===== src/rtl/wt_snoop_ctrl.sv =====
module wt_snoop_ctrl #(
  parameter int unsigned ADDR_W = 16,
  parameter int unsigned IDX_W  = 4,
  parameter int unsigned ID_W   = 2,
  parameter logic [ID_W-1:0] MY_ID = '0
) (
  input  logic              clk,
  input  logic              rst_n,
  input  logic              req_valid,
  input  logic [1:0]        req_op,
  input  logic [ADDR_W-1:0] req_addr,
  output logic              req_ready,
  output logic              load_hit,
  output logic              bus_req,
  input  logic              bus_grant,
  output logic              bus_out_valid,
  output logic              bus_out_wr,
  output logic [ADDR_W-1:0] bus_out_addr,
  output logic [ID_W-1:0]   bus_out_id,
  input  logic              snoop_valid,
  input  logic              snoop_wr,
  input  logic [ADDR_W-1:0] snoop_addr,
  input  logic [ID_W-1:0]   snoop_id
);
  localparam int unsigned LINES = 1 << IDX_W;
  localparam int unsigned TAG_W = ADDR_W - IDX_W;
  localparam logic [1:0] OP_LD = 2'd0;
  localparam logic [1:0] OP_ST = 2'd1;
  localparam logic [1:0] OP_EV = 2'd2;

  logic [LINES-1:0] vld;
  logic [TAG_W-1:0] tags [LINES];

  wire [IDX_W-1:0] r_idx = req_addr[IDX_W-1:0];
  wire [TAG_W-1:0] r_tag = req_addr[ADDR_W-1:IDX_W];
  wire [IDX_W-1:0] s_idx = snoop_addr[IDX_W-1:0];
  wire [TAG_W-1:0] s_tag = snoop_addr[ADDR_W-1:IDX_W];

  wire snoop_kill = snoop_valid && snoop_wr && (snoop_id != MY_ID)
                    && vld[s_idx] && (tags[s_idx] == s_tag);
  wire r_present  = vld[r_idx] && (tags[r_idx] == r_tag)
                    && !(snoop_kill && (s_idx == r_idx));

  wire is_ld = (req_op == OP_LD);
  wire is_st = (req_op == OP_ST);
  wire is_ev = (req_op == OP_EV);

  wire need_bus = req_valid && (is_st || (is_ld && !r_present));
  wire fill     = need_bus && bus_grant && is_ld;
  wire drop     = req_valid && is_ev && r_present;

  assign bus_req       = need_bus;
  assign bus_out_valid = need_bus && bus_grant;
  assign bus_out_wr    = is_st;
  assign bus_out_addr  = req_addr;
  assign bus_out_id    = MY_ID;
  assign req_ready     = req_valid && (!need_bus || bus_grant);
  assign load_hit      = req_valid && is_ld && r_present;

  always_ff @(posedge clk) begin
    if (!rst_n) begin
      vld <= '0;
    end else begin
      if (snoop_kill) vld[s_idx] <= 1'b0;
      if (drop)       vld[r_idx] <= 1'b0;
      if (fill)       vld[r_idx] <= 1'b1;
    end
  end

  always_ff @(posedge clk) begin
    if (fill) tags[r_idx] <= r_tag;
  end
endmodule



===== config.mk =====
export PLATFORM = sky130hd
export DESIGN_NAME = wt_snoop_ctrl
export DESIGN_NICKNAME = d
export VERILOG_FILES = /design/src/rtl/wt_snoop_ctrl.sv
export SDC_FILE = /design/constraint.sdc
export NUM_CORES = 1
export LEC_CHECK = 0
export BUFFER_PORTS_ARGS = -buffer_cell sky130_fd_sc_hd__buf_2
export CORE_ASPECT_RATIO = 0.5
export CORE_UTILIZATION = 55
export CTS_BUF_LIST = sky130_fd_sc_hd__clkbuf_4 sky130_fd_sc_hd__clkbuf_8 sky130_fd_sc_hd__clkbuf_16
export CTS_CLUSTER_DIAMETER = 40
export DETAILED_ROUTE_END_ITERATION = 6
export HOLD_SLACK_MARGIN = 0.03
export PLACE_DENSITY = 0.79
export SETUP_SLACK_MARGIN = 0.4
export SKIP_LAST_GASP = 1
export SLEW_MARGIN = 20
export SYNTH_ARGS = -nofsm -noshare
export SYNTH_HDL_FRONTEND = slang
export SYNTH_SLANG_ARGS = --single-unit

===== constraint.sdc =====
create_clock -name clk -period 6.1 [get_ports clk]
set_input_delay 1.22 -clock clk [delete_from_list [all_inputs] [get_ports clk]]
set_output_delay 1.22 -clock clk [all_outputs]
set_load 0.005 [all_outputs]

==> results of run 1 <==
Yosys cell counts, drive strengths merged (5+ instances only):
library cell	number	area, sq um
clkbuf	8	30.0
o22ai	32	200
o21ai	7	35.0
nor3	20	100
a22oi	5	37.5
buf	59	427
nand3	11	55.1
inv	14	57.6
mux4	86	1940
edfxtp	192	5770
o211ai	18	135
nor2b	9	56.3
a21oi	5	25.0
a221oi	7	61.3
xor2	9	78.8
mux2	17	191
nand2b	19	119
nand4	7	43.8
xnor2	15	131
dfxtp	16	320
and2	6	37.5
nand2	24	90.1
nor4	8	50.1
nor2	32	120
mux2i	68	681
per-stage QoR:
stage | util | area (sq um) | setup WS (ps)
floorplan | - | 11300 | 1160
CTS | 0.645 | 12700 | 522
detailed placement | 0.605 | 11900 | 522
finish | 0.645 | 12700 | 534
global placement | 0.605 | 11900 | 552
global route | 0.645 | 12700 | 433
logic make-up (layout without fill, tap and decap cells):
| family | Yosys count | after routing |
|---|---|---|
| AO/OA/AOI/OAI | 112 | 112 |
| XOR/XNOR | 24 | 24 |
| buffers and inverters | 82 | 163 |
| flip-flops | 208 | 208 |
| multiplexers | 171 | 171 |
| other | 1 | 2 |
| AND/OR/NAND/NOR | 148 | 148 |
path summary, 6_finish.rpt:
path / slack, ps / to / startpoint / depth (start not counted)
worst max-delay path: 530 / bus_out_valid / snoop_addr[3] / 12
worst min-delay path: 550 / vld[12]$_SDFF_PN0_ / vld[12]$_SDFF_PN0_ / 2
worst max register to register: 2130 / tags[4][11]$_DFFE_PP_ / tags[7][4]$_DFFE_PP_ / 10
worst min register to register: 550 / vld[12]$_SDFF_PN0_ / vld[12]$_SDFF_PN0_ / 2
power by group through the flow:
stage                     combinational, W  sequential (W)  clock (W)
final                             0.000347         0.00156    0.00142
after global routing              0.000366         0.00156    0.00148
after CTS                         0.000339         0.00156    0.00142
after detailed placement          0.000337         0.00159          0
after global placement            0.000331         0.00159          0
after floorplan                   0.000232         0.00159          0
final cells by class:
type | count | area share
multi-input cells | 457 | 0.372
inverters | 15 | 0.00482
clock buffers | 27 | 0.0462
well taps | 266 | 0.0262
flip-flops and latches | 208 | 0.478
repair buffers | 108 | 0.0573
clock inverters | 13 | 0.0148
routing by layer:
| layer | part of all wire | routed length [um] |
|---|---|---|
| met1 | 0.39 | 12600 |
| met2 | 0.44 | 14200 |
| met3 | 0.14 | 4520 |
| met4 | 0.022 | 719 |
| met5 | 0 | 0 |
registers in the layout, summed over array words and instances (netlist names):
register  count
tags        192
vld          16
what timing repair did:
action | 4_1_cts | 5_1_grt
endpoints found under the setup margin | 0 | 1
resized for setup | 0 | 2
setup buffers | 0 | 0
worst max-delay path, cell delays in order:
cell       delay [ps]
buf_2             380
buf_4             340
mux4_2            230
o22ai_1           110
nor3b_1           520
o221ai_1          250
a2111oi_0         460
nand4_1           230
a21o_1            290
inv_6              90
and2_1            110
buf_2             100
placed cells by master, fill, tap and decap left out, types with 6 or more instances in the layout:
cell type  Yosys  final
dfxtp_1       16     16
and2_1         6      6
clkbuf_16      0     22
inv_1         13     13
nor3_2         0     10
mux4_2        84     84
edfxtp_1     192    192
xor2_1         9      9
o22ai_1       32     32
nor4_2         0      6
nand4_1        7      7
mux2_2        17     17
nor3_1        20     10
clkbuf_4       0      6
o211ai_1      18     18
nor2_1        32     32
a221oi_1       7      7
nor2b_1        9      9
xnor2_1       15     15
mux2i_1       68     68
nand3_1       11     11
o21ai_0        6      6
buf_2         19     59
buf_4         23     42
nand2_1       24     24
nand2b_1      19     19
==> impl_metrics.json, run 1 <==
{
  "die_h_um": 103,
  "hold_viol_final": 0,
  "power-per-cell-area_nw_per_um2": 262,
  "setup_viol": 0,
  "start_util": 0.570,
  "grt_first_pass_wirelength_um": 46900,
  "post-route-min-period_ps": 5570,
  "fmax_ghz": 0.180,
  "leakagePower_nw": 4.32,
  "hold_path_class": "flip-flop to flip-flop",
  "postCtsHoldBufs": 0,
  "synthAdderAreaFrac": 0,
  "grt_util_all_layers": 0.312,
  "antenna_cells": 0,
  "grt-busiest-layer": "met2",
  "muxShareOfSynthArea": 0.250,
  "core_sq_um": 19700,
  "area_delta_synth_final_pct": 13.1,
  "timing.final.crit_share": 0.912,
  "wl_per_cell_um": 29.3,
  "io_pins": 65,
  "ff_latch_area_sq_um": 6090,
  "dp_hpwl_um": 21600,
  "final-instance-count-excl-fill": 1094,
  "dp.cells": 1054,
  "via_per_inst": 7.05,
  "power_switching_w": 0.000794,
  "cts-buffers-inserted": 22,
  "cts-root-buf": "clkbuf_16",
  "drt_iter0_markers": 1306,
  "worstSkewPairLatency_ps": 530,
  "die_x_um": 204,
  "antenna_found_initial": 0,
  "hold_slack_ps": 548,
  "worstSetupPathType": "input pin to output port",
  "async_reset_ff_frac": 0,
  "synth_area_sq_um": 11300,
  "grt_max_degree": 30,
  "required_ps": 4880,
  "htree_levels": 1,
  "final_nets": 854,
  "status": "complete, no violations",
  "dr.pass1.iters": 6,
  "clock-sinks": 208,
  "ys_warn_count": 0,
  "grt_util_met1": 0.447,
  "slew_violations": 0,
  "grt_pass1_vias": 7294,
  "seq_area_frac_synth": 0.541,
  "yosys.area_share.simple": 0.0692,
  "wl_um": 32000,
  "startpoint_type": "input pin",
  "slew_headroom": 0.516,
  "p_total_w": 0.00333,
  "cts_tree": "built",
  "ys.flop_type": "edfxtp_1",
  "grt_setup_unrepaired": "no",
  "met3_usage": 0.0882,
  "cts_buffer_depth": 3,
  "clock_skew_ps": 12.9,
  "worst_pin_slew_ps": 724,
  "maxCapViolCount": 0,
  "drive_above_1_share": 0.329,
  "globalplace.congestion": 0.962,
  "synth-xor-area-share": 0.0187,
  "pwr-share-clk": 0.426,
  "ir_worst_vdd_mv": 0.175,
  "power_frac_seq": 0.470,
  "num_rows": 36,
  "p_int_w": 0.00254,
  "ant_nets": 0,
  "synth_compound_area_frac": 0.0746,
  "synth-edff-count": 192,
  "portBuffers": 62,
  "p_sw_frac": 0.238,
  "synth_cells": 746,
  "clkTransAtPathRegs_ps": 60,
  "arrival_ps": 4350,
  "comb_power_share": 0.104,
  "synth_top_family_by_area": "multiplexers",
  "grt-ovfl-total": 0,
  "die_area_sq_um": 21100,
  "fin_setup_tns_ps": 0,
  "postSynthAreaPerCell_sq_um": 15.1,
  "path_max_fanout": 17,
  "drc": 0,
  "synth.distinct_cells": 68,
  "nFillCells": 1350,
  "ys_ff_latch": 208,
  "multiInputGateArea_sq_um": 4740,
  "vias": 7710,
  "endpoint_kind": "output port",
  "grtUsageMet2": 0.474
}
No activity file was read; power rests on OpenSTA's default activity.
==> run 2, diff against run 1 <==
--- a/constraint.sdc
+++ b/constraint.sdc
@@ -3,2 +3,2 @@
 set_output_delay 1.22 -clock clk [all_outputs]
-set_load 0.005 [all_outputs]
+set_load 0.1 [all_outputs]
==> impl_metrics.json, run 2 (synthesis gave the netlist of run 1 again) <==
{
  "antenna_found_initial": 0,
  "post-cts-setup-buffers": 0,
  "slew_headroom": 0.499,
  "cpLargestDelayFamily": "compound AO/OA/AOI/OAI gates",
  "layout_common_cells": "edfxtp_1 (192), mux4_2 (84), mux2i_1 (68), buf_2 (55), buf_4 (41)",
  "regMostFlops": "tags",
  "power_frac_seq": 0.470,
  "path_max_fanout": 19,
  "crit_cells": 12,
  "io_pins": 65,
  "largest_reg_flops": 192,
  "post-route-min-period_ps": 5570,
  "setup_viol": 0,
  "rr_worst_depth": 10,
  "worst_pin_slew_ps": 749,
  "reg2reg_slack_ps": 2200,
  "grt_setup_unrepaired": "no",
  "hold_slack_ps": 544,
  "num_rows": 36,
  "core_sq_um": 19700,
  "hold_viol_final": 0,
  "wl_um": 31200,
  "p_int_w": 0.00249,
  "r2r-start": "tags[12][10]$_DFFE_PP_",
  "pwr-share-clk": 0.406,
  "clock_skew_ps": 12.9,
  "globalplace.congestion": 0.984,
  "p_sw_frac": 0.250,
  "htree_levels": 1,
  "final-instance-count-excl-fill": 1091,
  "cts-root-buf": "clkbuf_16",
  "drt_iter0_markers": 1218,
  "hold_path_class": "flip-flop to flip-flop",
  "power-per-cell-area_nw_per_um2": 261,
  "power_switching_w": 0.000831,
  "grt_max_degree": 31,
  "postCtsHoldBufs": 0,
  "cp_slowest_stage_delay_ps": 520,
  "status": "complete, no violations",
  "grt_util_all_layers": 0.303,
  "grt_pass1_vias": 7334,
  "crit_path_end": "bus_out_valid",
  "maxCapViolCount": 0,
  "ant_nets": 0,
  "cp_cell_sequence": "buf_2 > buf_12 > nor2b_1 > a22oi_1 > nand4_1 > o311ai_1 > a2111oi_1 > nand4_1 > a21o_1 > inv_6 > and2_1 > clkbuf_4",
  "cts-resized-gates": 0,
  "die_h_um": 103,
  "area_delta_synth_final_pct": 13.2,
  "ir_worst_vdd_mv": 0.183,
  "startpoint": "snoop_addr[1]",
  "arrival_ps": 4350,
  "fmax_ghz": 0.180,
  "die_x_um": 204,
  "timing.final.crit_share": 0.913,
  "cp_num_buf_inv": 4,
  "die_area_sq_um": 21100,
  "endpoint_kind": "output port",
  "vias": 7767,
  "cp_slowest_cell": "nor2b_1",
  "worstSetupPathType": "input pin to output port",
  "comb_power_share": 0.124,
  "drive_above_1_share": 0.331,
  "dr.pass1.iters": 5,
  "detailed_place.area_sq_um": 12000,
  "final_util": 0.646,
  "via_per_inst": 7.12,
  "clock-sinks": 208,
  "cts_buffer_depth": 3,
  "dp_hpwl_um": 21700,
  "required_ps": 4880,
  "leakagePower_nw": 4.32,
  "wl_per_cell_um": 28.6,
  "final_nets": 853,
  "portBuffers": 62,
  "worstSkewPairLatency_ps": 510,
  "grt_first_pass_wirelength_um": 46200,
  "slew_violations": 0,
  "dp.cells": 1054,
  "fin_setup_tns_ps": 0,
  "r2r-end": "tags[5][3]$_DFFE_PP_",
  "clkTransAtPathRegs_ps": 60,
  "startpoint_type": "input pin",
  "reg_top3": "tags x192, vld x16",
  "cts-buffers-inserted": 21,
  "antenna_cells": 0,
  "grt-ovfl-total": 0,
  "critPathMostFrequentCell": "nand4_1",
  "start_util": 0.570,
  "finalInstanceArea_sq_um": 12700,
  "cts_tree": "built",
  "drc": 0,
  "final_common_cell": "edfxtp_1"
}
run 2: area by class of cell:
class	instances	area (sq um)
clock buffer	24	548
inverter	15	61.3
sequential	208	6090
tap	266	333
timing repair buffer	108	777
fill	1340	6990
multi-input combinational	457	4760
clock inverter	13	166
run 2: worst min path at each step:
stage	start	end	slack [ps]	cells after the start
floorplan	vld[10]$_SDFF_PN0_	vld[10]$_SDFF_PN0_	500	2
global placement	vld[4]$_SDFF_PN0_	vld[4]$_SDFF_PN0_	530	2
detailed placement	vld[9]$_SDFF_PN0_	vld[9]$_SDFF_PN0_	530	2
CTS	vld[0]$_SDFF_PN0_	vld[0]$_SDFF_PN0_	540	2
global route	vld[3]$_SDFF_PN0_	vld[3]$_SDFF_PN0_	560	2
finish	vld[0]$_SDFF_PN0_	vld[0]$_SDFF_PN0_	540	2
run 2: worst min-delay path: cells and delay by family, from the launching register on:
kind	cells	cell delay, ps
DFF	1	330
AOI/OAI and AO/OA	2	170
run 2: metrics by stage:
| step | total power (W) | worst slack, ps |
|---|---|---|
| global route | 0.00340 | 404 |
| global placement | 0.00199 | 515 |
| finish | 0.00333 | 531 |
| CTS | 0.00332 | 413 |
| floorplan | 0.00188 | 382 |
| detailed placement | 0.00199 | 428 |
run 2: per-layer routing:
layer / wire, um / vias up / track usage
li1: - / 3167 / -
met1: 12200 / 3867 / 0.441
met2: 13600 / 627 / 0.453
met3: 4260 / 106 / 0.0702
met4: 1110 / 0 / 0.103
met5: 0 / - / 0
run 2: power groups by stage:
stage	Clock [W]	Sequential (W)	Combinational (W)
2_1_floorplan	0	0.00159	0.000289
6_report	0.00135	0.00156	0.000411
3_3_place_gp	0	0.00159	0.000393
3_5_place_dp	0	0.00159	0.000399
4_1_cts	0.00135	0.00156	0.000401
5_1_grt	0.00141	0.00156	0.000431
